[src/rtl/bcd_calendar_pkg.sv]
package bcd_calendar_pkg;
   localparam int unsigned CAL_NREG  = 8;
   localparam int unsigned CAL_REG_W = 8;

   typedef logic [CAL_REG_W-1:0] bcd_byte_t;

   // Bits that hold state; every other bit reads as zero
   localparam logic [63:0] CAL_LIVE_MASK = 64'hFF1F_3F27_BF7F_7FFF;

   // Default moment after reset
   localparam bcd_byte_t RST_HUND = 8'h00;
   localparam bcd_byte_t RST_SEC  = 8'h00;
   localparam bcd_byte_t RST_MIN  = 8'h00;
   localparam bcd_byte_t RST_DOW  = 8'h01;
   localparam bcd_byte_t RST_DATE = 8'h01;
   localparam bcd_byte_t RST_MON  = 8'h01;
   localparam bcd_byte_t RST_YEAR = 8'h00;
   localparam logic      RST_STOP = 1'b1;
endpackage

[src/rtl/bcd2_step.sv]
module bcd2_step (
   input  logic [7:0] cur,
   input  logic [7:0] lo,
   input  logic [7:0] hi,
   output logic [7:0] nxt,
   output logic       wrap
);
   always_comb begin
      wrap = (cur == hi);
      if (wrap)
         nxt = lo;
      else if (cur[3:0] == 4'd9)
         nxt = {cur[7:4] + 4'd1, 4'd0};
      else
         nxt = {cur[7:4], cur[3:0] + 4'd1};
   end
endmodule

[src/rtl/cal_hour_step.sv]
module cal_hour_step (
   input  logic       mode12,
   input  logic       b5,
   input  logic [4:0] low5,
   output logic       nb5,
   output logic [4:0] nlow5,
   output logic       day_roll
);
   logic [7:0] h24, h12, n24, n12;
   logic       w24, w12, at11;
   logic       unused_hi;

   assign h24 = {2'b00, b5, low5};
   assign h12 = {3'b000, low5};

   bcd2_step u_h24 (.cur(h24), .lo(8'h00), .hi(8'h23), .nxt(n24), .wrap(w24));
   bcd2_step u_h12 (.cur(h12), .lo(8'h01), .hi(8'h12), .nxt(n12), .wrap(w12));

   assign at11      = (h12 == 8'h11);
   assign unused_hi = ^{n24[7:6], n12[7:5], w12};

   always_comb begin
      if (mode12) begin
         nlow5    = n12[4:0];
         nb5      = b5 ^ at11;
         day_roll = at11 & b5;
      end else begin
         nlow5    = n24[4:0];
         nb5      = n24[5];
         day_roll = w24;
      end
   end
endmodule

[src/rtl/cal_month_len.sv]
module cal_month_len #(
   parameter bit LEAP_EN = 1'b1
) (
   input  logic [7:0] mon,
   input  logic [7:0] yr,
   output logic [7:0] last
);
   logic       leap;
   logic [4:0] mon_bin;

   assign mon_bin = (mon[4] ? 5'd10 : 5'd0) + {1'b0, mon[3:0]};

   generate
      if (LEAP_EN) begin : g_leap4
         logic [7:0] yr_bin;
         assign yr_bin = ({1'b0, yr[7:4], 3'b000}) + ({3'b000, yr[7:4], 1'b0}) + {4'b0000, yr[3:0]};
         assign leap   = (yr_bin[1:0] == 2'b00);
      end else begin : g_noleap
         logic unused_yr;
         assign unused_yr = ^yr;
         assign leap      = 1'b0;
      end
   endgenerate

   always_comb begin
      case (mon_bin)
         5'd2:                    last = leap ? 8'h29 : 8'h28;
         5'd4, 5'd6, 5'd9, 5'd11: last = 8'h30;
         default:                 last = 8'h31;
      endcase
   end
endmodule

[src/rtl/bcd_calendar_core.sv]
module bcd_calendar_core
   import bcd_calendar_pkg::*;
#(
   parameter int unsigned NREG    = CAL_NREG,
   parameter int unsigned REG_W   = CAL_REG_W,
   parameter bit          LEAP_EN = 1'b1
) (
   input  logic                    clk,
   input  logic                    rst_n,
   input  logic                    tick,
   input  logic                    load,
   input  logic [NREG*REG_W-1:0]   load_data,
   output logic [NREG*REG_W-1:0]   time_out
);
   localparam int unsigned BUS_W = NREG * REG_W;

   generate
      if (NREG != 8) begin : g_bad_nreg
         $error("bcd_calendar_core: NREG must be 8");
      end
      if (REG_W != 8) begin : g_bad_regw
         $error("bcd_calendar_core: REG_W must be 8");
      end
   endgenerate

   bcd_byte_t hund, sec, mins, dow, date, mon, yr;
   logic      hmode, hb5, stop;
   logic [4:0] hlow;

   bcd_byte_t n_hund, n_sec, n_min, n_dow, n_date, n_mon, n_yr, last_day;
   logic      w_hund, w_sec, w_min, w_dow, w_date, w_mon, w_yr;
   logic      n_hb5, hr_roll;
   logic [4:0] n_hlow;
   logic      run, c_sec, c_min, c_hr, c_day, c_mon, c_yr;
   logic      unused_bits;

   bcd2_step u_hund (.cur(hund), .lo(8'h00), .hi(8'h99), .nxt(n_hund), .wrap(w_hund));
   bcd2_step u_sec  (.cur(sec),  .lo(8'h00), .hi(8'h59), .nxt(n_sec),  .wrap(w_sec));
   bcd2_step u_min  (.cur(mins), .lo(8'h00), .hi(8'h59), .nxt(n_min),  .wrap(w_min));
   bcd2_step u_dow  (.cur(dow),  .lo(8'h01), .hi(8'h07), .nxt(n_dow),  .wrap(w_dow));
   bcd2_step u_date (.cur(date), .lo(8'h01), .hi(last_day), .nxt(n_date), .wrap(w_date));
   bcd2_step u_mon  (.cur(mon),  .lo(8'h01), .hi(8'h12), .nxt(n_mon),  .wrap(w_mon));
   bcd2_step u_yr   (.cur(yr),   .lo(8'h00), .hi(8'h99), .nxt(n_yr),   .wrap(w_yr));

   cal_hour_step u_hour (
      .mode12(hmode), .b5(hb5), .low5(hlow),
      .nb5(n_hb5), .nlow5(n_hlow), .day_roll(hr_roll)
   );

   cal_month_len #(.LEAP_EN(LEAP_EN)) u_mlen (.mon(mon), .yr(yr), .last(last_day));

   // Carry chain: all fields settle within one tick
   assign run   = tick & ~stop;
   assign c_sec = run   & w_hund;
   assign c_min = c_sec & w_sec;
   assign c_hr  = c_min & w_min;
   assign c_day = c_hr  & hr_roll;
   assign c_mon = c_day & w_date;
   assign c_yr  = c_mon & w_mon;

   assign unused_bits = ^{load_data[15], load_data[23], load_data[30],
                          load_data[39:38], load_data[36:35],
                          load_data[47:46], load_data[55:53], w_dow, w_yr};

   always_ff @(posedge clk) begin
      if (!rst_n) begin
         hund  <= RST_HUND;
         sec   <= RST_SEC;
         mins  <= RST_MIN;
         hmode <= 1'b0;
         hb5   <= 1'b0;
         hlow  <= 5'd0;
         stop  <= RST_STOP;
         dow   <= RST_DOW;
         date  <= RST_DATE;
         mon   <= RST_MON;
         yr    <= RST_YEAR;
      end else if (load) begin
         hund  <= load_data[7:0];
         sec   <= {1'b0, load_data[14:8]};
         mins  <= {1'b0, load_data[22:16]};
         hmode <= load_data[31];
         hb5   <= load_data[29];
         hlow  <= load_data[28:24];
         stop  <= load_data[37];
         dow   <= {5'd0, load_data[34:32]};
         date  <= {2'b00, load_data[45:40]};
         mon   <= {3'b000, load_data[52:48]};
         yr    <= load_data[63:56];
      end else if (run) begin
         hund <= n_hund;
         if (c_sec) sec  <= n_sec;
         if (c_min) mins <= n_min;
         if (c_hr) begin
            hb5  <= n_hb5;
            hlow <= n_hlow;
         end
         if (c_day) begin
            dow  <= n_dow;
            date <= n_date;
         end
         if (c_mon) mon <= n_mon;
         if (c_yr)  yr  <= n_yr;
      end
   end

   bcd_byte_t rd [NREG];
   assign rd[0] = hund;
   assign rd[1] = sec;
   assign rd[2] = mins;
   assign rd[3] = {hmode, 1'b0, hb5, hlow};
   assign rd[4] = dow | {2'b00, stop, 5'd0};
   assign rd[5] = date;
   assign rd[6] = mon;
   assign rd[7] = yr;

   generate
      for (genvar k = 0; k < NREG; k++) begin : g_rd
         assign time_out[k*REG_W +: REG_W] = rd[k];
      end
   endgenerate

   logic unused_bus;
   assign unused_bus = (BUS_W == 0);
endmodule

[config.mk]
export PLATFORM = sky130hd
export DESIGN_NAME = bcd_calendar_core
export DESIGN_NICKNAME = d
export VERILOG_FILES = /design/src/rtl/bcd_calendar_pkg.sv /design/src/rtl/bcd2_step.sv /design/src/rtl/cal_hour_step.sv /design/src/rtl/cal_month_len.sv /design/src/rtl/bcd_calendar_core.sv
export SDC_FILE = /design/constraint.sdc
export NUM_CORES = 1
export LEC_CHECK = 0
export ABC_AREA = 0
export CAP_MARGIN = 20
export CORE_MARGIN = 5
export CORE_UTILIZATION = 35
export DETAILED_ROUTE_END_ITERATION = 6
export PLACE_DENSITY_LB_ADDON = 0.25
export SYNTH_ARGS = -nofsm -noshare
export SYNTH_HDL_FRONTEND = slang
export SYNTH_SLANG_ARGS = --single-unit
[constraint.sdc]
create_clock -name clk -period 3.8 [get_ports clk]
set_input_delay 0.76 -clock clk [delete_from_list [all_inputs] [get_ports clk]]
set_output_delay 0.76 -clock clk [all_outputs]
set_load 0.1 [all_outputs]
# After elaboration in Yosys (flattened, before gate mapping)
# Cells that the tools add are included.
# totals
regBits	64
in_bits	68
out_inout_bits	64
elab_cells	172
# op_classes
n_addsub	20
n_eq_ne	24
n_mux	50
bitwise_logic	12
reduce_logical	42
# op_table
operator	n
$mux W8	19
$add A4 B1 Y4 const B	15
$mux W5	9
$mux W7	6
$reduce_and A3 Y1	11
$eq A4 B4 Y1 const B	8
$mux W6	5
$reduce_bool A2 Y1	12
$reduce_bool A3 Y1	6
$eq A8 B7 Y1 const B	2
$eq A8 B8 Y1 const B	2
$pmux W8 S2	1
$reduce_and A2 Y1	8
$eq A5 B3 Y1 const B	2
$eq A5 B4 Y1 const B	2
$eq A5 B5 Y1 const B	2
$mux W3	3
$and A1 B1 Y1	8
$eq A8 B3 Y1 const B	1
$eq A8 B5 Y1 const B	1
$eq A8 B8 Y1	1
$or A8 B6 Y8	1
$eq A6 B6 Y1 const B	1
$mux W1	6
15 further kinds	16

# Logic depth before layout (Yosys ltp)
# Gate-level depths: netlist of the first run.
# depth
ltp_word	11
ltp_mapped	12
ltp_nobuf	10

# Cells and area by module
# Synthesis of the first run repeated with hierarchy kept, for this count alone.
# hier_totals
hier_cells	723
hier_area_um2	6312.3
# by_module_without_submodules
module	n_inst	cells_per_inst	area_per_inst_um2	seq_area_each_um2
bcd_calendar_core	1	345	3093.0	1281.2
bcd2_step	9	38	320.3	0.0
cal_month_len	1	23	186.4	0.0
cal_hour_step	1	13	150.1	0.0

# Least setup slack after synthesis of the first run
# No wires, ideal clock.
# synth_timing
path_kind	register to register
from	reg mon[4]
to	reg date[2]
setup_ns	0.074
t_arrival_ns	3.448
required_time_ns	3.726
setup_slack_ns	0.277
stages_incl_launch_ff	10
n_path_buf	1
period_less_slack_ns	3.523
path_cell_list	dfxtp_1 -> ha_1 -> ha_1 -> or3b_2 -> o22ai_1 -> o21ai_1 -> and3_1 -> buf_2 -> or4_1 -> a31oi_1
# synth_between
elab_chain_len	10
word_cells_on_any_way	14
classes_between	add/sub: 1; eq/ne: 6; mux: 6; reduce/logical: 1
# synth_lines
element	line_no	text
start, declared	bcd_calendar_core.sv:26	bcd_byte_t hund, sec, mins, dow, date, mon, yr;
start signal, assigned	bcd_calendar_core.sv:88	mon <= {3'b000, load_data[52:48]};
start signal, assigned	bcd_calendar_core.sv:102	if (c_mon) mon <= n_mon;
$mux W4 (*)	cal_month_len.sv:11	assign mon_bin = (mon[4] ? 5'd10 : 5'd0) + {1'b0, mon[3:0]};
$add A5 B4 Y5 (*)	cal_month_len.sv:11	
$eq A5 B3 Y1 / $eq A5 B4 Y1 (equally long branches)	cal_month_len.sv:26	case (mon_bin)
$reduce_or A4 Y1	cal_month_len.sv:26	
$pmux W8 S2 (*)	cal_month_len.sv:26	
$eq A8 B8 Y1 (*)	bcd2_step.sv:9	wrap = (cur == hi);
$mux W8 (*)	bcd2_step.sv:10	if (wrap)
$mux W6 (*)	bcd_calendar_core.sv:98	if (c_day) begin
$mux W6 (*)	bcd_calendar_core.sv:90	end else if (run) begin
$mux W6 (*)	bcd_calendar_core.sv:78	end else if (load) begin
end signal, assigned	bcd_calendar_core.sv:87	date <= {2'b00, load_data[45:40]};
end signal, assigned	bcd_calendar_core.sv:100	date <= n_date;
end, declared	bcd_calendar_core.sv:26	
# Every way passes the cells marked *; elsewhere a longest branch is shown, timed or not. The select of a mux whose other input is x is not followed.
# A chain may end at the register's enable or synchronous reset.

# Worst setup path in the final report of the first run
# layout_timing
from	reg mon[4]
to	reg yr[4]
# layout_between
elab_chain_len	10
word_cells_on_any_way	15
classes_between	add/sub: 1; eq/ne: 7; mux: 2; bitwise: 2; reduce/logical: 3
# layout_lines
element	line_no	text
$mux W4	cal_month_len.sv:11	
$add A5 B4 Y5	cal_month_len.sv:11	
$eq A5 B3 Y1 / $eq A5 B4 Y1 (equally long branches)	cal_month_len.sv:26	
$reduce_or A4 Y1	cal_month_len.sv:26	
$pmux W8 S2	cal_month_len.sv:26	
$eq A8 B8 Y1	bcd2_step.sv:9	
$and A1 B1 Y1	bcd_calendar_core.sv:58	assign c_mon = c_day & w_date;
$and A1 B1 Y1 (*)	bcd_calendar_core.sv:59	assign c_yr = c_mon & w_mon;
$reduce_bool A2 Y1 (no source line) (*)	n/a	
$reduce_and A3 Y1 (no source line) (*)	n/a	
end signal, assigned	bcd_calendar_core.sv:89	yr <= load_data[63:56];
end signal, assigned	bcd_calendar_core.sv:103	if (c_yr) yr <= n_yr;
end, declared	bcd_calendar_core.sv:26	
# Every way passes the cells marked *; elsewhere a longest branch is shown, timed or not.

==> flow_summary.html, run 1 <==
<table>
<tr><th>Metric</th><th>Value</th></tr>
<tr><th colspan="2">Worst hold path</th></tr>
<tr><td>Path category of the worst min-delay check</td><td>reg -&gt; reg</td></tr>
<tr><td>Instance count along the most critical hold path</td><td>2</td></tr>
<tr><td>HP Start</td><td>dow[6]</td></tr>
<tr><td>Destination of the worst hold path</td><td>dow[6]</td></tr>
<tr><th colspan="2">Timing</th></tr>
<tr><td>Time the worst path needs with I/O delays and setup</td><td>around 3 ns</td></tr>
<tr><td>Total negative setup slack</td><td>0 ns</td></tr>
<tr><td>Setup WS post-layout</td><td>just over 0.7 ns</td></tr>
<tr><td>Period Utilization, post-route</td><td>between 80% and 90%</td></tr>
<tr><td>Worst setup skew after layout</td><td>about 0.0061 ns</td></tr>
<tr><td>Transition time of the tightest slew-check pin</td><td>slightly above 1 ns</td></tr>
<tr><td>Highest clock frequency the design can meet</td><td>0.325 GHz</td></tr>
<tr><td>Final Hold Slack</td><td>0.515 ns</td></tr>
<tr><td>Endpoints failing setup</td><td>0</td></tr>
<tr><td>Headroom to the max-slew limit</td><td>~33%</td></tr>
<tr><td>Setup repair after global routing missed its margin</td><td>no</td></tr>
<tr><td>Number of pins exceeding their max-slew limit in the final report</td><td>0</td></tr>
<tr><td>Count of final hold-check violations</td><td>0</td></tr>
<tr><th colspan="2">Global routing</th></tr>
<tr><td>Number of antenna violations at the first check in global routing</td><td>0</td></tr>
<tr><td>Maximum number of pins on one net before global-route repair</td><td>47</td></tr>
<tr><td>Total Routing Usage GR</td><td>between 10% and 20%</td></tr>
<tr><td>GRT overflow</td><td>0</td></tr>
<tr><td>First-pass GRT wire length</td><td>approximately 22,000 µm</td></tr>
<tr><td>Number of global-route vias before repair</td><td>roughly 4.5k</td></tr>
<tr><th colspan="2">Placed design</th></tr>
<tr><td>Gpl congestion</td><td>~0.87</td></tr>
<tr><td>Pre-CTS worst setup slack</td><td>about 0.50 ns</td></tr>
<tr><td>HPWL reported at the end of detailed placement</td><td>10,100 µm</td></tr>
<tr><td>IO Port Bufs</td><td>~120</td></tr>
<tr><th colspan="2">Setup path</th></tr>
<tr><td>Type of the worst setup path</td><td>reg -&gt; reg</td></tr>
<tr><td>Critical path data arrival time</td><td>approximately 3.4 ns</td></tr>
<tr><td>Max incr delay on CP</td><td>approximately 0.58 ns</td></tr>
<tr><td>Source of the worst register-to-register timing path</td><td>mon[4]</td></tr>
<tr><td>Type of element launching the critical path</td><td>register</td></tr>
<tr><td>Family of cells with the greatest summed delay on the critical path</td><td>simple AND/OR/NAND/NOR gates</td></tr>
<tr><td>Cell type of the slowest stage on the worst timing path</td><td>sky130_fd_sc_hd__or4_1</td></tr>
<tr><td>Cells along the critical path</td><td>ha_1, ha_1, or3b_2, o22ai_1, or3_1, nand2_1, or4_1, a31oi_1</td></tr>
<tr><td>Worst Path Required</td><td>about 4.1 ns</td></tr>
<tr><td>Critical Path Fanout Max</td><td>11</td></tr>
<tr><td>Top cell by count, worst path</td><td>sky130_fd_sc_hd__ha_1</td></tr>
<tr><td>Endpoint of the worst register-to-register path</td><td>yr[4]</td></tr>
<tr><td>Crit path capture type</td><td>register</td></tr>
<tr><td>Register-to-register path setup slack</td><td>~0.73 ns</td></tr>
<tr><td>Number of buffers and inverters on the critical path</td><td>0</td></tr>
<tr><td>Number of cell instances on the worst register-to-register path</td><td>8</td></tr>
<tr><th colspan="2">Cells and area</th></tr>
<tr><td>Final net count</td><td>around 780</td></tr>
<tr><td>Area delta synth-&gt;final</td><td>34.8%</td></tr>
<tr><td>Core Util, Final</td><td>a little under half</td></tr>
<tr><td>Fraction of layout cells with a size suffix above 1</td><td>under 10%</td></tr>
<tr><td>Count of antenna diodes in the layout</td><td>0</td></tr>
<tr><th colspan="2">Clocking</th></tr>
<tr><td>Count of hold-fix buffers inserted at cts</td><td>0</td></tr>
<tr><td>Clock tree buffer depth</td><td>2</td></tr>
<tr><td>Worst skew pair latency</td><td>0.34 ns</td></tr>
<tr><td>Clock Sinks</td><td>64</td></tr>
<tr><td>Count of H-tree levels built during CTS</td><td>3</td></tr>
<tr><td>CTS tree</td><td>yes</td></tr>
<tr><td>Root buffer cell</td><td>sky130_fd_sc_hd__clkbuf_16</td></tr>
<tr><td>Number of gates resized after CTS</td><td>0</td></tr>
<tr><td>Clock slew seen by the registers of the worst setup and hold paths</td><td>approximately 0.050 ns</td></tr>
<tr><td>Count of buffers added by post-CTS timing repair for setup</td><td>0</td></tr>
<tr><td>Number of buffers created by CTS</td><td>9</td></tr>
<tr><th colspan="2">Synthesis</th></tr>
<tr><td>Synth unique cells</td><td>71</td></tr>
<tr><td>Share of the yosys chip area belonging to registers</td><td>28.9%</td></tr>
<tr><td>Leading cell types by total area after synthesis</td><td>sky130_fd_sc_hd__dfxtp_1 29%, sky130_fd_sc_hd__ha_1 8.5%, sky130_fd_sc_hd__nor2_1 5.8%</td></tr>
<tr><td>Top_reg_cell synth</td><td>sky130_fd_sc_hd__dfxtp_1</td></tr>
<tr><td>Leading cell type by number of instances after synthesis</td><td>sky130_fd_sc_hd__nor2_1</td></tr>
<tr><td>Adder and majority gate portion of the synthesized area</td><td>under 10%</td></tr>
<tr><td>Post-Synth XOR/XNOR Area</td><td>less than 1%</td></tr>
<tr><td>Post-synth design cell area</td><td>around 4400 µm²</td></tr>
<tr><td>Synthesized netlist net count</td><td>680</td></tr>
<tr><td>Number of register bits inferred by synthesis</td><td>64</td></tr>
<tr><td>Share of synthesized cell area in and, or, nand and nor gates</td><td>about a third</td></tr>
<tr><td>Post-synthesis compound-gate area fraction</td><td>between 10% and 20%</td></tr>
<tr><td>Synth area leader</td><td>sky130_fd_sc_hd__dfxtp_1</td></tr>
<tr><td>Multiplexer share of the synthesized area</td><td>1.66%</td></tr>
<tr><td>Total of warnings raised by yosys</td><td>0</td></tr>
<tr><td>Portion of synthesized cell area occupied by the leading cell type</td><td>between 20% and 30%</td></tr>
<tr><td>Cells after Synth</td><td>582</td></tr>
<tr><td>Mean cell area of the mapped netlist</td><td>around 7.6 µm²</td></tr>
<tr><td>Number of enable-type register cells in the synthesized netlist</td><td>0</td></tr>
<tr><td>Fraction of registers with async set/reset</td><td>0%</td></tr>
<tr><td>Largest family of logic cells by synthesized area</td><td>simple AND/OR/NAND/NOR gates</td></tr>
<tr><td>Most instantiated cells after synthesis</td><td>69 x sky130_fd_sc_hd__nor2_1, 64 x sky130_fd_sc_hd__dfxtp_1, 54 x sky130_fd_sc_hd__nand2_1, 35 x sky130_fd_sc_hd__o21ai_0, 33 x sky130_fd_sc_hd__nor3_1</td></tr>
<tr><th colspan="2">Floorplanning</th></tr>
<tr><td>Die width</td><td>123 µm</td></tr>
<tr><td>Row cnt</td><td>between 40 and 50</td></tr>
<tr><td>I/O pin total</td><td>around 130</td></tr>
<tr><td>Starting utilization of the core area</td><td>a little over a third</td></tr>
<tr><td>Placeable core region</td><td>~13,000 µm²</td></tr>
<tr><td>Area enclosed by the die boundary</td><td>between 15,000 and 20,000 µm²</td></tr>
<tr><td>Die span in y</td><td>123 µm</td></tr>
<tr><th colspan="2">Routing</th></tr>
<tr><td>Count of TritonRoute iterations in the first routing pass</td><td>4</td></tr>
<tr><td>Post-detailed-route DRC marker count</td><td>0</td></tr>
<tr><td>Iter 0 DRT Violations</td><td>roughly 350</td></tr>
<tr><td>Detailed-route via count</td><td>4,677</td></tr>
<tr><td>Final ANT Viol Nets</td><td>0</td></tr>
<tr><td>Detailed-route vias per instance</td><td>roughly 5.5</td></tr>
<tr><td>Overall routed net length</td><td>~14,000 µm</td></tr>
<tr><td>Average wire length per cell after detail routing</td><td>around 16 µm</td></tr>
<tr><th colspan="2">Pwr</th></tr>
<tr><td>Peak supply drop</td><td>about 0.18 mV</td></tr>
<tr><td>Power density over cell area</td><td>between 300 and 400 nW/µm²</td></tr>
<tr><td>Overall Power</td><td>roughly 2200 µW</td></tr>
<tr><td>Static leakage power</td><td>0.00224 µW</td></tr>
<tr><th colspan="2">Run</th></tr>
<tr><td>MaxCap Viol Count</td><td>0</td></tr>
<tr><th colspan="2">Status</th></tr>
<tr><td>Outcome</td><td>completed</td></tr>
</table>
-- cells by family after synthesis --
group	Yosys count
adders and majority gates	30
AOI/OAI and AO/OA	131
muxes	7
buffers and inverters	60
DFF	64
other	1
and+or+nand+nor	284
xor gates and xnor gates	5
-- power by group --
group          switching, µW  internal [µW]
Sequential              63.3            708
Clock                    316            492
Combinational            408            184
-- flip-flops by register name (all words and copies together), names as in the netlist --
name   cells
hlow       5
hund       8
yr         8
mins       8
hb5        1
hmode      1
stop       1
sec        8
date       8
mon        8
dow        8
-- placed cells by master, fill, tap and decap left out, types with 4 or more instances in the layout --
cell type	count
sky130_fd_sc_hd__clkdlybuf4s50_1	117
sky130_fd_sc_hd__nor2_1	69
sky130_fd_sc_hd__dfxtp_1	64
sky130_fd_sc_hd__nand2_1	54
sky130_fd_sc_hd__o21ai_0	35
sky130_fd_sc_hd__nor3_1	33
sky130_fd_sc_hd__a21oi_1	31
sky130_fd_sc_hd__nand3_1	31
sky130_fd_sc_hd__ha_1	30
sky130_fd_sc_hd__inv_1	19
sky130_fd_sc_hd__a211oi_1	18
sky130_fd_sc_hd__and3_1	10
sky130_fd_sc_hd__nand4_1	9
sky130_fd_sc_hd__or4_1	9
sky130_fd_sc_hd__clkbuf_16	9
sky130_fd_sc_hd__buf_4	9
sky130_fd_sc_hd__nor2b_1	8
sky130_fd_sc_hd__a31oi_1	8
sky130_fd_sc_hd__or3_1	7
sky130_fd_sc_hd__and3b_1	7
sky130_fd_sc_hd__mux2i_1	6
sky130_fd_sc_hd__a311oi_1	6
sky130_fd_sc_hd__and2_1	5
sky130_fd_sc_hd__nand2b_1	5
sky130_fd_sc_hd__or2_2	4
sky130_fd_sc_hd__nand3b_1	4
sky130_fd_sc_hd__nor3b_1	4
-- worst max path at each step --
stage           start  slack, ns  depth (start not counted)      end
2_1_floorplan  mon[4]       0.28                          9  date[2]
3_3_place_gp     tick       0.49                          9   mon[7]
3_5_place_dp     tick       0.50                          9   mon[7]
4_1_cts        mon[4]       0.72                          8    yr[4]
5_1_grt        mon[4]       0.48                          8    yr[4]
6_report       mon[4]       0.73                          8    yr[4]
-- per-stage QoR --
| step | instance area [µm²] | std cells |
|---|---|---|
| 3_3_place_gp | 5690 | 841 |
| 5_1_grt | 5980 | 857 |
| 3_5_place_dp | 5690 | 841 |
| 6_report | 5980 | 857 |
| 4_1_cts | 5980 | 857 |
| 2_1_floorplan | 4430 | 582 |
-- routing by layer --
layer  routed length [µm]  track usage [%]  up-vias
li1                     -                -     2321
met1                 6000             22.7     2177
met2                 6410             29.7      151
met3                  864             4.70       28
met4                  360             9.24        0
met5                    0                0        -
-- worst register-to-register path: cells and delay by family (launching register included) --
kind	cells	cell delay (ns)
AO/OA/AOI/OAI	2	0.32
adder cells (fa/ha/maj)	2	0.58
flip-flops	1	0.50
AND/OR/NAND/NOR	4	1.61
-- layout make-up --
class / instances / area (µm²)
clock buffer: 13 / 270
clock inverter: 3 / 15.0
fill: 1283 / 6540
inverter: 20 / 75.1
multi-input combinational: 458 / 2880
sequential: 64 / 1280
tap: 172 / 215
timing repair buffer: 127 / 1240
(Power assumes the default switching activity.)
==> inputs of run 2 (changes only) <==
Clock period 3.8 ns to 2.91 ns, I/O delays scaled along.
==> run 2 against run 1 <==
  * Critical path depth is the same
  * Combinational power increased by 33%
  * Maximum frequency up 10%
  * Cell count rose by 1.9%
  * Critical path type unchanged
  * Sequential share of layout area rose by 0.15 points
  * Via count grew 0.71%
  * Clock skew down 0.0018 ns
==> flow_summary.html, run 2 (synthesized netlist as in run 1, its figures left out) <==
<table>
<tr><th>Metric</th><th>Value</th></tr>
<tr><th colspan="2">Placed design</th></tr>
<tr><td>Placed Area</td><td>5680 µm² (was 5690 µm²)</td></tr>
<tr><td>HPWL reported at the end of detailed placement</td><td>10,500 µm (was 10,100 µm)</td></tr>
<tr><td>Placed Cells</td><td>858 (was 841)</td></tr>
<tr><td>Pre-CTS worst setup slack</td><td>-0.0585 ns (was 0.503 ns)</td></tr>
<tr><td>IO Port Bufs</td><td>118 (unchanged)</td></tr>
<tr><td>Gpl congestion</td><td>0.860 (was 0.865)</td></tr>
<tr><th colspan="2">Setup path</th></tr>
<tr><td>Type of the worst setup path</td><td>reg -&gt; reg (unchanged)</td></tr>
<tr><td>Max incr delay on CP</td><td>0.50 ns (was 0.58 ns)</td></tr>
<tr><td>Critical path data arrival time</td><td>3.05 ns (was 3.35 ns)</td></tr>
<tr><td>Number of buffers and inverters on the critical path</td><td>0 (unchanged)</td></tr>
<tr><td>Cells along the critical path</td><td>ha_1, ha_1, or3b_2, o22ai_2, o21ai_1, and3_2, or4_1, a31oi_1 (was ha_1, ha_1, or3b_2, o22ai_1, or3_1, nand2_1, or4_1, a31oi_1)</td></tr>
<tr><td>Cell type of the slowest stage on the worst timing path</td><td>sky130_fd_sc_hd__or4_1 (unchanged)</td></tr>
<tr><td>Family of cells with the greatest summed delay on the critical path</td><td>simple AND/OR/NAND/NOR gates (unchanged)</td></tr>
<tr><td>Type of element launching the critical path</td><td>register (unchanged)</td></tr>
<tr><td>Worst Path Required</td><td>3.17 ns (was 4.07 ns)</td></tr>
<tr><td>Top cell by count, worst path</td><td>sky130_fd_sc_hd__ha_1 (unchanged)</td></tr>
<tr><td>Crit path capture type</td><td>register (unchanged)</td></tr>
<tr><td>Critical Path Fanout Max</td><td>7 (was 11)</td></tr>
<tr><th colspan="2">Timing</th></tr>
<tr><td>Count of final hold-check violations</td><td>0 (unchanged)</td></tr>
<tr><td>Time the worst path needs with I/O delays and setup</td><td>2.79 ns (was 3.07 ns)</td></tr>
<tr><td>Number of pins exceeding their max-slew limit in the final report</td><td>0 (unchanged)</td></tr>
<tr><td>Setup WS post-layout</td><td>0.124 ns (was 0.725 ns)</td></tr>
<tr><td>Setup repair after global routing missed its margin</td><td>no (unchanged)</td></tr>
<tr><td>Total negative setup slack</td><td>0 ns (unchanged)</td></tr>
<tr><td>Transition time of the tightest slew-check pin</td><td>0.723 ns (was 1.01 ns)</td></tr>
<tr><td>Worst setup skew after layout</td><td>0.00435 ns (was 0.00614 ns)</td></tr>
<tr><td>Period Utilization, post-route</td><td>95.7% (was 80.9%)</td></tr>
<tr><td>Headroom to the max-slew limit</td><td>51.7% (was 32.5%)</td></tr>
<tr><td>Highest clock frequency the design can meet</td><td>0.359 GHz (was 0.325 GHz)</td></tr>
<tr><td>Endpoints failing setup</td><td>0 (unchanged)</td></tr>
<tr><th colspan="2">Global routing</th></tr>
<tr><td>Number of global-route vias before repair</td><td>4,620 (was 4,528)</td></tr>
<tr><td>Maximum number of pins on one net before global-route repair</td><td>47 (unchanged)</td></tr>
<tr><td>GRT overflow</td><td>0 (unchanged)</td></tr>
<tr><td>First-pass GRT wire length</td><td>22,900 µm (was 22,000 µm)</td></tr>
<tr><td>Total Routing Usage GR</td><td>19.1% (was 18.4%)</td></tr>
<tr><td>Number of antenna violations at the first check in global routing</td><td>0 (unchanged)</td></tr>
<tr><th colspan="2">Routing</th></tr>
<tr><td>Detailed-route vias per instance</td><td>5.40 (was 5.46)</td></tr>
<tr><td>Detailed-route via count</td><td>4,710 (was 4,677)</td></tr>
<tr><td>Count of TritonRoute iterations in the first routing pass</td><td>4 (unchanged)</td></tr>
<tr><td>Average wire length per cell after detail routing</td><td>16.2 µm (was 15.9 µm)</td></tr>
<tr><td>Iter 0 DRT Violations</td><td>297 (was 346)</td></tr>
<tr><td>Overall routed net length</td><td>14,100 µm (was 13,600 µm)</td></tr>
<tr><td>Post-detailed-route DRC marker count</td><td>0 (unchanged)</td></tr>
<tr><td>Final ANT Viol Nets</td><td>0 (unchanged)</td></tr>
<tr><th colspan="2">Cells and area</th></tr>
<tr><td>Filler cells</td><td>1,259 (was 1,283)</td></tr>
<tr><td>Final net count</td><td>795 (was 778)</td></tr>
<tr><td>Fraction of layout cells with a size suffix above 1</td><td>19.8% (was 6.42%)</td></tr>
<tr><td>Leading cell type in the layout, fill and taps excluded</td><td>sky130_fd_sc_hd__buf_4 (was sky130_fd_sc_hd__clkdlybuf4s50_1)</td></tr>
<tr><td>Area delta synth-&gt;final</td><td>35.8% (was 34.8%)</td></tr>
<tr><td>Sequential cell area in the final layout</td><td>1300 µm² (was 1280 µm²)</td></tr>
<tr><td>Count of antenna diodes in the layout</td><td>0 (unchanged)</td></tr>
<tr><td>Multi-input combinational cell area</td><td>2910 µm² (was 2880 µm²)</td></tr>
<tr><td>Commonest cells after routing, fill and taps aside</td><td>89 x sky130_fd_sc_hd__buf_4, 69 x sky130_fd_sc_hd__nor2_1, 54 x sky130_fd_sc_hd__nand2_1, 54 x sky130_fd_sc_hd__clkdlybuf4s50_1, 53 x sky130_fd_sc_hd__dfxtp_1 (was 117 x sky130_fd_sc_hd__clkdlybuf4s50_1, 69 x sky130_fd_sc_hd__nor2_1, 64 x sky130_fd_sc_hd__dfxtp_1)</td></tr>
<tr><td>Post-layout instance area</td><td>6020 µm² (was 5980 µm²)</td></tr>
<tr><td>Non-filler instance count after layout</td><td>873 (was 857)</td></tr>
<tr><th colspan="2">Clocking</th></tr>
<tr><td>CTS tree</td><td>yes (unchanged)</td></tr>
<tr><td>Count of H-tree levels built during CTS</td><td>3 (unchanged)</td></tr>
<tr><td>Number of buffers created by CTS</td><td>9 (unchanged)</td></tr>
<tr><td>Clock tree buffer depth</td><td>2 (unchanged)</td></tr>
<tr><td>Worst skew pair latency</td><td>0.33 ns (was 0.34 ns)</td></tr>
<tr><td>Clock slew seen by the registers of the worst setup and hold paths</td><td>0.06 ns (was 0.05 ns)</td></tr>
<tr><td>Count of hold-fix buffers inserted at cts</td><td>0 (unchanged)</td></tr>
<tr><td>Root buffer cell</td><td>sky130_fd_sc_hd__clkbuf_16 (unchanged)</td></tr>
<tr><td>Clock Sinks</td><td>64 (unchanged)</td></tr>
<tr><th colspan="2">Pwr</th></tr>
<tr><td>Overall Power</td><td>2920 µW (was 2170 µW)</td></tr>
<tr><td>Net switching fraction of the power</td><td>35.1% (was 36.3%)</td></tr>
<tr><td>Cell internal pwr</td><td>1890 µW (was 1380 µW)</td></tr>
<tr><td>Static leakage power</td><td>0.00244 µW (was 0.00224 µW)</td></tr>
<tr><td>P_sw</td><td>1030 µW (was 787 µW)</td></tr>
<tr><td>Relative contribution of combinational cells to total power</td><td>27.0% (was 27.3%)</td></tr>
<tr><td>Clock Power Share</td><td>38.5% (was 37.2%)</td></tr>
<tr><td>Sequential cell fraction of total power</td><td>34.5% (was 35.5%)</td></tr>
<tr><td>Peak supply drop</td><td>0.209 mV (was 0.179 mV)</td></tr>
<tr><td>Power density over cell area</td><td>485 nW/µm² (was 363 nW/µm²)</td></tr>
<tr><th colspan="2">Floorplanning</th></tr>
<tr><td>I/O pin total</td><td>132 (unchanged)</td></tr>
<tr><td>Row cnt</td><td>41 (unchanged)</td></tr>
<tr><td>Area enclosed by the die boundary</td><td>15,000 µm² (unchanged)</td></tr>
<tr><td>Die width</td><td>123 µm (unchanged)</td></tr>
<tr><td>Die span in y</td><td>123 µm (unchanged)</td></tr>
<tr><td>Starting utilization of the core area</td><td>35.4% (unchanged)</td></tr>
<tr><td>Placeable core region</td><td>12,500 µm² (unchanged)</td></tr>
<tr><th colspan="2">Worst hold path</th></tr>
<tr><td>Path category of the worst min-delay check</td><td>reg -&gt; reg (unchanged)</td></tr>
<tr><th colspan="2">Run</th></tr>
<tr><td>MaxCap Viol Count</td><td>0 (unchanged)</td></tr>
<tr><th colspan="2">Status</th></tr>
<tr><td>Outcome</td><td>completed (unchanged)</td></tr>
</table>
run 2: cell count changes in the layout (fill, tap and decap cells not counted), moves of 2 or more:
cell / before / now
sky130_fd_sc_hd__dfxtp_2: 0 / 9
sky130_fd_sc_hd__dfxtp_4: 0 / 2
sky130_fd_sc_hd__clkdlybuf4s50_1: 117 / 54
sky130_fd_sc_hd__dfxtp_1: 64 / 53
sky130_fd_sc_hd__buf_4: 9 / 89
run 2: worst reg2reg max path: cells and delay by family, from the launching register on:
family / cells / cell delay (ns)
flops: 1 / 0.35
compound gates: 3 / 0.52
fa+ha+maj: 2 / 0.58
simple gates: 3 / 1.28
run 2: final timing paths:
check	cells after the start	to	slack (ns)	startpoint
setup reg to reg	8	date[2]	0.12	mon[4]
hold / removal	2	dow[5]	0.51	dow[5]
hold reg to reg	2	dow[5]	0.51	dow[5]
setup / recovery	8	date[2]	0.12	mon[4]
run 2: metrics by stage:
stage	hold WS, ns	util [%]
2_1_floorplan	0.470	-
3_3_place_gp	0.494	45.4
3_5_place_dp	0.499	45.4
4_1_cts	0.509	47.8
5_1_grt	0.540	48.1
6_report	0.510	48.1
run 2: per-layer routing:
layer	share of wire, %	GRT usage, %	wire, µm
met3	6.2	5.07	872
met2	46	31.2	6550
met1	46	24.7	6540
met5	0	0	0
met4	1.0	5.53	145
run 2: repair_timing:
action	4_1_cts	5_1_grt
setup endpoints to repair	0	7
setup buffers	0	0
resized for setup	0	6
run 2: power groups by stage:
stage | logic, µW | clock network, µW | registers, µW
after CTS | 783 | 1140 | 1000
after global routing | 837 | 1180 | 1010
final | 788 | 1120 | 1010
after global placement | 774 | 0 | 1020
after floorplan | 271 | 0 | 1300
after detailed placement | 780 | 0 | 1020
run 2: final cells by class:
cell class	count	share of cell area, %
Clock inverter	3	0.665
Sequential cell	64	21.6
Inverter	20	1.25
Timing Repair Buffer	144	20.2
Clock buffer	12	4.43
Multi-Input combinational cell	458	48.3
Tap cell	172	3.57
==> inputs of run 3 (changes only) <==
Settings changed: CORE_UTILIZATION 35 to 39.
==> run 3 against run 2 <==
  * Worst hold slack got worse by 0.0025 ns
  * Register-to-register slack improved by 0.04 ns
  * Critical path type unchanged
  * Cell count decreased by 2.7%
  * Count of clock-buffer cells in the layout increased by 1
  * Largest power group unchanged
==> flow_summary.html, run 3 (synthesized netlist as in run 1, its figures left out) <==
<table>
<tr><th>Metric</th><th>Value</th></tr>
<tr><th colspan="2">Timing</th></tr>
<tr><td>Count of final hold-check violations</td><td>0 (unchanged)</td></tr>
<tr><td>Period Utilization, post-route</td><td>94.4% (was 95.7%)</td></tr>
<tr><td>Endpoints failing setup</td><td>0 (unchanged)</td></tr>
<tr><td>Highest clock frequency the design can meet</td><td>0.364 GHz (was 0.359 GHz)</td></tr>
<tr><td>Worst setup skew after layout</td><td>0.00601 ns (was 0.00435 ns)</td></tr>
<tr><td>Setup WS post-layout</td><td>0.164 ns (was 0.124 ns)</td></tr>
<tr><td>Time the worst path needs with I/O delays and setup</td><td>2.75 ns (was 2.79 ns)</td></tr>
<tr><td>Transition time of the tightest slew-check pin</td><td>0.607 ns (was 0.723 ns)</td></tr>
<tr><td>Final Hold Slack</td><td>0.508 ns (was 0.510 ns)</td></tr>
<tr><td>Headroom to the max-slew limit</td><td>59.1% (was 51.7%)</td></tr>
<tr><td>Number of pins exceeding their max-slew limit in the final report</td><td>0 (unchanged)</td></tr>
<tr><th colspan="2">Floorplanning</th></tr>
<tr><td>Die span in y</td><td>117 µm (was 123 µm)</td></tr>
<tr><td>Area enclosed by the die boundary</td><td>13,600 µm² (was 15,000 µm²)</td></tr>
<tr><td>Starting utilization of the core area</td><td>39.3% (was 35.4%)</td></tr>
<tr><td>Placeable core region</td><td>11,300 µm² (was 12,500 µm²)</td></tr>
<tr><td>Die width</td><td>117 µm (was 123 µm)</td></tr>
<tr><td>I/O pin total</td><td>132 (unchanged)</td></tr>
<tr><td>Row cnt</td><td>39 (was 41)</td></tr>
<tr><th colspan="2">Cells and area</th></tr>
<tr><td>Filler cells</td><td>1,061 (was 1,259)</td></tr>
<tr><td>Post-layout instance area</td><td>6000 µm² (was 6020 µm²)</td></tr>
<tr><td>Area delta synth-&gt;final</td><td>35.3% (was 35.8%)</td></tr>
<tr><td>Core Util, Final</td><td>53.2% (was 48.1%)</td></tr>
<tr><td>Commonest cells after routing, fill and taps aside</td><td>93 x sky130_fd_sc_hd__buf_4, 69 x sky130_fd_sc_hd__nor2_1, 54 x sky130_fd_sc_hd__nand2_1, 54 x sky130_fd_sc_hd__clkdlybuf4s50_1, 53 x sky130_fd_sc_hd__dfxtp_1 (was 89 x sky130_fd_sc_hd__buf_4, 69 x sky130_fd_sc_hd__nor2_1, 54 x sky130_fd_sc_hd__nand2_1, 54 x sky130_fd_sc_hd__clkdlybuf4s50_1, 53 x sky130_fd_sc_hd__dfxtp_1)</td></tr>
<tr><td>Final net count</td><td>799 (was 795)</td></tr>
<tr><td>Count of antenna diodes in the layout</td><td>0 (unchanged)</td></tr>
<tr><td>Leading cell type in the layout, fill and taps excluded</td><td>sky130_fd_sc_hd__buf_4 (unchanged)</td></tr>
<tr><td>Fraction of layout cells with a size suffix above 1</td><td>20.1% (was 19.8%)</td></tr>
<tr><th colspan="2">Run</th></tr>
<tr><td>MaxCap Viol Count</td><td>0 (unchanged)</td></tr>
<tr><th colspan="2">Setup path</th></tr>
<tr><td>Launching instance or port of the critical path</td><td>mon[1] (was mon[4])</td></tr>
<tr><td>Crit path capture type</td><td>register (unchanged)</td></tr>
<tr><td>Critical Path Fanout Max</td><td>4 (was 7)</td></tr>
<tr><td>Cell type of the slowest stage on the worst timing path</td><td>sky130_fd_sc_hd__or4_1 (unchanged)</td></tr>
<tr><td>Total stage count of the critical path</td><td>9 (was 8)</td></tr>
<tr><td>Critical path data arrival time</td><td>3.00 ns (was 3.05 ns)</td></tr>
<tr><td>Number of cell instances on the worst register-to-register path</td><td>9 (was 8)</td></tr>
<tr><td>Type of the worst setup path</td><td>reg -&gt; reg (unchanged)</td></tr>
<tr><td>Worst Path Required</td><td>3.16 ns (was 3.17 ns)</td></tr>
<tr><td>Type of element launching the critical path</td><td>register (unchanged)</td></tr>
<tr><td>Source of the worst register-to-register timing path</td><td>mon[1] (was mon[4])</td></tr>
<tr><td>Cells along the critical path</td><td>ha_1, ha_1, nor4b_2, nand3_2, mux2i_4, nor2_2, nand4_1, or4_1, a21oi_1 (was ha_1, ha_1, or3b_2, o22ai_2, o21ai_1, and3_2, or4_1, a31oi_1)</td></tr>
<tr><td>Top cell by count, worst path</td><td>sky130_fd_sc_hd__ha_1 (unchanged)</td></tr>
<tr><td>Number of buffers and inverters on the critical path</td><td>0 (unchanged)</td></tr>
<tr><td>Max incr delay on CP</td><td>0.54 ns (was 0.50 ns)</td></tr>
<tr><td>Family of cells with the greatest summed delay on the critical path</td><td>simple AND/OR/NAND/NOR gates (unchanged)</td></tr>
<tr><th colspan="2">Routing</th></tr>
<tr><td>Average wire length per cell after detail routing</td><td>16.4 µm (was 16.2 µm)</td></tr>
<tr><td>Detailed-route vias per instance</td><td>5.65 (was 5.40)</td></tr>
<tr><td>Overall routed net length</td><td>13,900 µm (was 14,100 µm)</td></tr>
<tr><td>Detailed-route via count</td><td>4,800 (was 4,710)</td></tr>
<tr><td>Count of TritonRoute iterations in the first routing pass</td><td>5 (was 4)</td></tr>
<tr><td>Post-detailed-route DRC marker count</td><td>0 (unchanged)</td></tr>
<tr><td>Iter 0 DRT Violations</td><td>313 (was 297)</td></tr>
<tr><td>Final ANT Viol Nets</td><td>0 (unchanged)</td></tr>
<tr><th colspan="2">Clocking</th></tr>
<tr><td>Number of buffers created by CTS</td><td>9 (unchanged)</td></tr>
<tr><td>Clock tree buffer depth</td><td>2 (unchanged)</td></tr>
<tr><td>Worst skew pair latency</td><td>0.33 ns (about the same)</td></tr>
<tr><td>Count of H-tree levels built during CTS</td><td>3 (unchanged)</td></tr>
<tr><td>Clock Sinks</td><td>64 (unchanged)</td></tr>
<tr><td>Clock slew seen by the registers of the worst setup and hold paths</td><td>0.06 ns (about the same)</td></tr>
<tr><td>Root buffer cell</td><td>sky130_fd_sc_hd__clkbuf_16 (unchanged)</td></tr>
<tr><td>Count of hold-fix buffers inserted at cts</td><td>0 (unchanged)</td></tr>
<tr><td>Count of buffers added by post-CTS timing repair for setup</td><td>0 (unchanged)</td></tr>
<tr><td>CTS tree</td><td>yes (unchanged)</td></tr>
<tr><th colspan="2">Pwr</th></tr>
<tr><td>Relative contribution of combinational cells to total power</td><td>27.3% (was 27.0%)</td></tr>
<tr><td>Clock Power Share</td><td>38.0% (was 38.5%)</td></tr>
<tr><td>Static leakage power</td><td>0.00245 µW (was 0.00244 µW)</td></tr>
<tr><td>Peak supply drop</td><td>0.222 mV (was 0.209 mV)</td></tr>
<tr><td>P_sw</td><td>1020 µW (was 1030 µW)</td></tr>
<tr><td>Cell internal pwr</td><td>1880 µW (was 1890 µW)</td></tr>
<tr><td>Power density over cell area</td><td>483 nW/µm² (was 485 nW/µm²)</td></tr>
<tr><td>Sequential cell fraction of total power</td><td>34.7% (was 34.5%)</td></tr>
<tr><td>Overall Power</td><td>2890 µW (was 2920 µW)</td></tr>
<tr><td>Net switching fraction of the power</td><td>35.2% (was 35.1%)</td></tr>
<tr><th colspan="2">Global routing</th></tr>
<tr><td>Maximum number of pins on one net before global-route repair</td><td>31 (was 47)</td></tr>
<tr><td>GRT overflow</td><td>0 (unchanged)</td></tr>
<tr><td>First-pass GRT wire length</td><td>22,700 µm (was 22,900 µm)</td></tr>
<tr><td>Total Routing Usage GR</td><td>20.7% (was 19.1%)</td></tr>
<tr><td>Number of antenna violations at the first check in global routing</td><td>0 (unchanged)</td></tr>
<tr><td>Number of global-route vias before repair</td><td>4,657 (was 4,620)</td></tr>
<tr><th colspan="2">Placed design</th></tr>
<tr><td>Pre-CTS worst setup slack</td><td>-0.0395 ns (was -0.0585 ns)</td></tr>
<tr><td>HPWL reported at the end of detailed placement</td><td>10,400 µm (was 10,500 µm)</td></tr>
<tr><td>IO Port Bufs</td><td>118 (unchanged)</td></tr>
<tr><td>Gpl congestion</td><td>0.851 (was 0.860)</td></tr>
<tr><td>Placed Area</td><td>5670 µm² (was 5680 µm²)</td></tr>
<tr><th colspan="2">Worst hold path</th></tr>
<tr><td>HP Start</td><td>mon[7] (was dow[5])</td></tr>
<tr><td>Path category of the worst min-delay check</td><td>reg -&gt; reg (unchanged)</td></tr>
<tr><td>Instance count along the most critical hold path</td><td>2 (unchanged)</td></tr>
<tr><th colspan="2">Status</th></tr>
<tr><td>Outcome</td><td>completed (unchanged)</td></tr>
</table>
## run 3: final cells by class
| type | count | area, µm² | share of cell area, % |
|---|---|---|---|
| clock buffer | 13 | 260 | 4.34 |
| clock inverter | 3 | 40.0 | 0.668 |
| inverter | 20 | 75.1 | 1.25 |
| multi-input combinational | 458 | 2900 | 48.4 |
| sequential | 64 | 1300 | 21.7 |
| tap | 143 | 179 | 2.98 |
| timing repair buffer | 148 | 1240 | 20.7 |
## run 3: final timing paths
| path | end | slack (ns) |
|---|---|---|
| hold reg to reg | mon[7] | 0.51 |
| setup reg to reg | mon[7] | 0.16 |
| hold / removal | mon[7] | 0.51 |
| setup / recovery | mon[7] | 0.16 |
## run 3: per-stage QoR
step	instances	setup TNS [ns]
after floorplan	582	-0.0271
after global placement	833	-0.121
after detailed placement	833	-0.0395
after CTS	849	0
after global routing	849	-0.0156
final	849	0
## run 3: worst register-to-register path, stage by stage, from the launching register on
cell	delay [ns]
sky130_fd_sc_hd__dfxtp_4	0.34
sky130_fd_sc_hd__ha_1	0.24
sky130_fd_sc_hd__ha_1	0.34
sky130_fd_sc_hd__nor4b_2	0.32
sky130_fd_sc_hd__nand3_2	0.17
sky130_fd_sc_hd__mux2i_4	0.24
sky130_fd_sc_hd__nor2_2	0.15
sky130_fd_sc_hd__nand4_1	0.19
sky130_fd_sc_hd__or4_1	0.54
sky130_fd_sc_hd__a21oi_1	0.15
## run 3: power groups by stage
| stage | combinational [µW] | clock (µW) | sequential (µW) |
|---|---|---|---|
| 2_1_floorplan | 271 | 0 | 1300 |
| 3_3_place_gp | 772 | 0 | 1020 |
| 3_5_place_dp | 782 | 0 | 1020 |
| 4_1_cts | 785 | 1120 | 1000 |
| 5_1_grt | 837 | 1160 | 1020 |
| 6_report | 789 | 1100 | 1010 |
## run 3: repair_timing
action / in CTS / in global routing
gates resized for setup: 0 / 5
hold endpoints to repair: 0 / 0
endpoints found under the setup margin: 0 / 4
## run 3: metal layers
metal / track usage, % / vias up / share of wire, %
met3: 3.16 / 21 / 6.9
li1: - / 2362 / -
met1: 27.6 / 2257 / 45
met5: 0 / - / 0
met2: 33.9 / 160 / 47
met4: 7.34 / 0 / 1.8
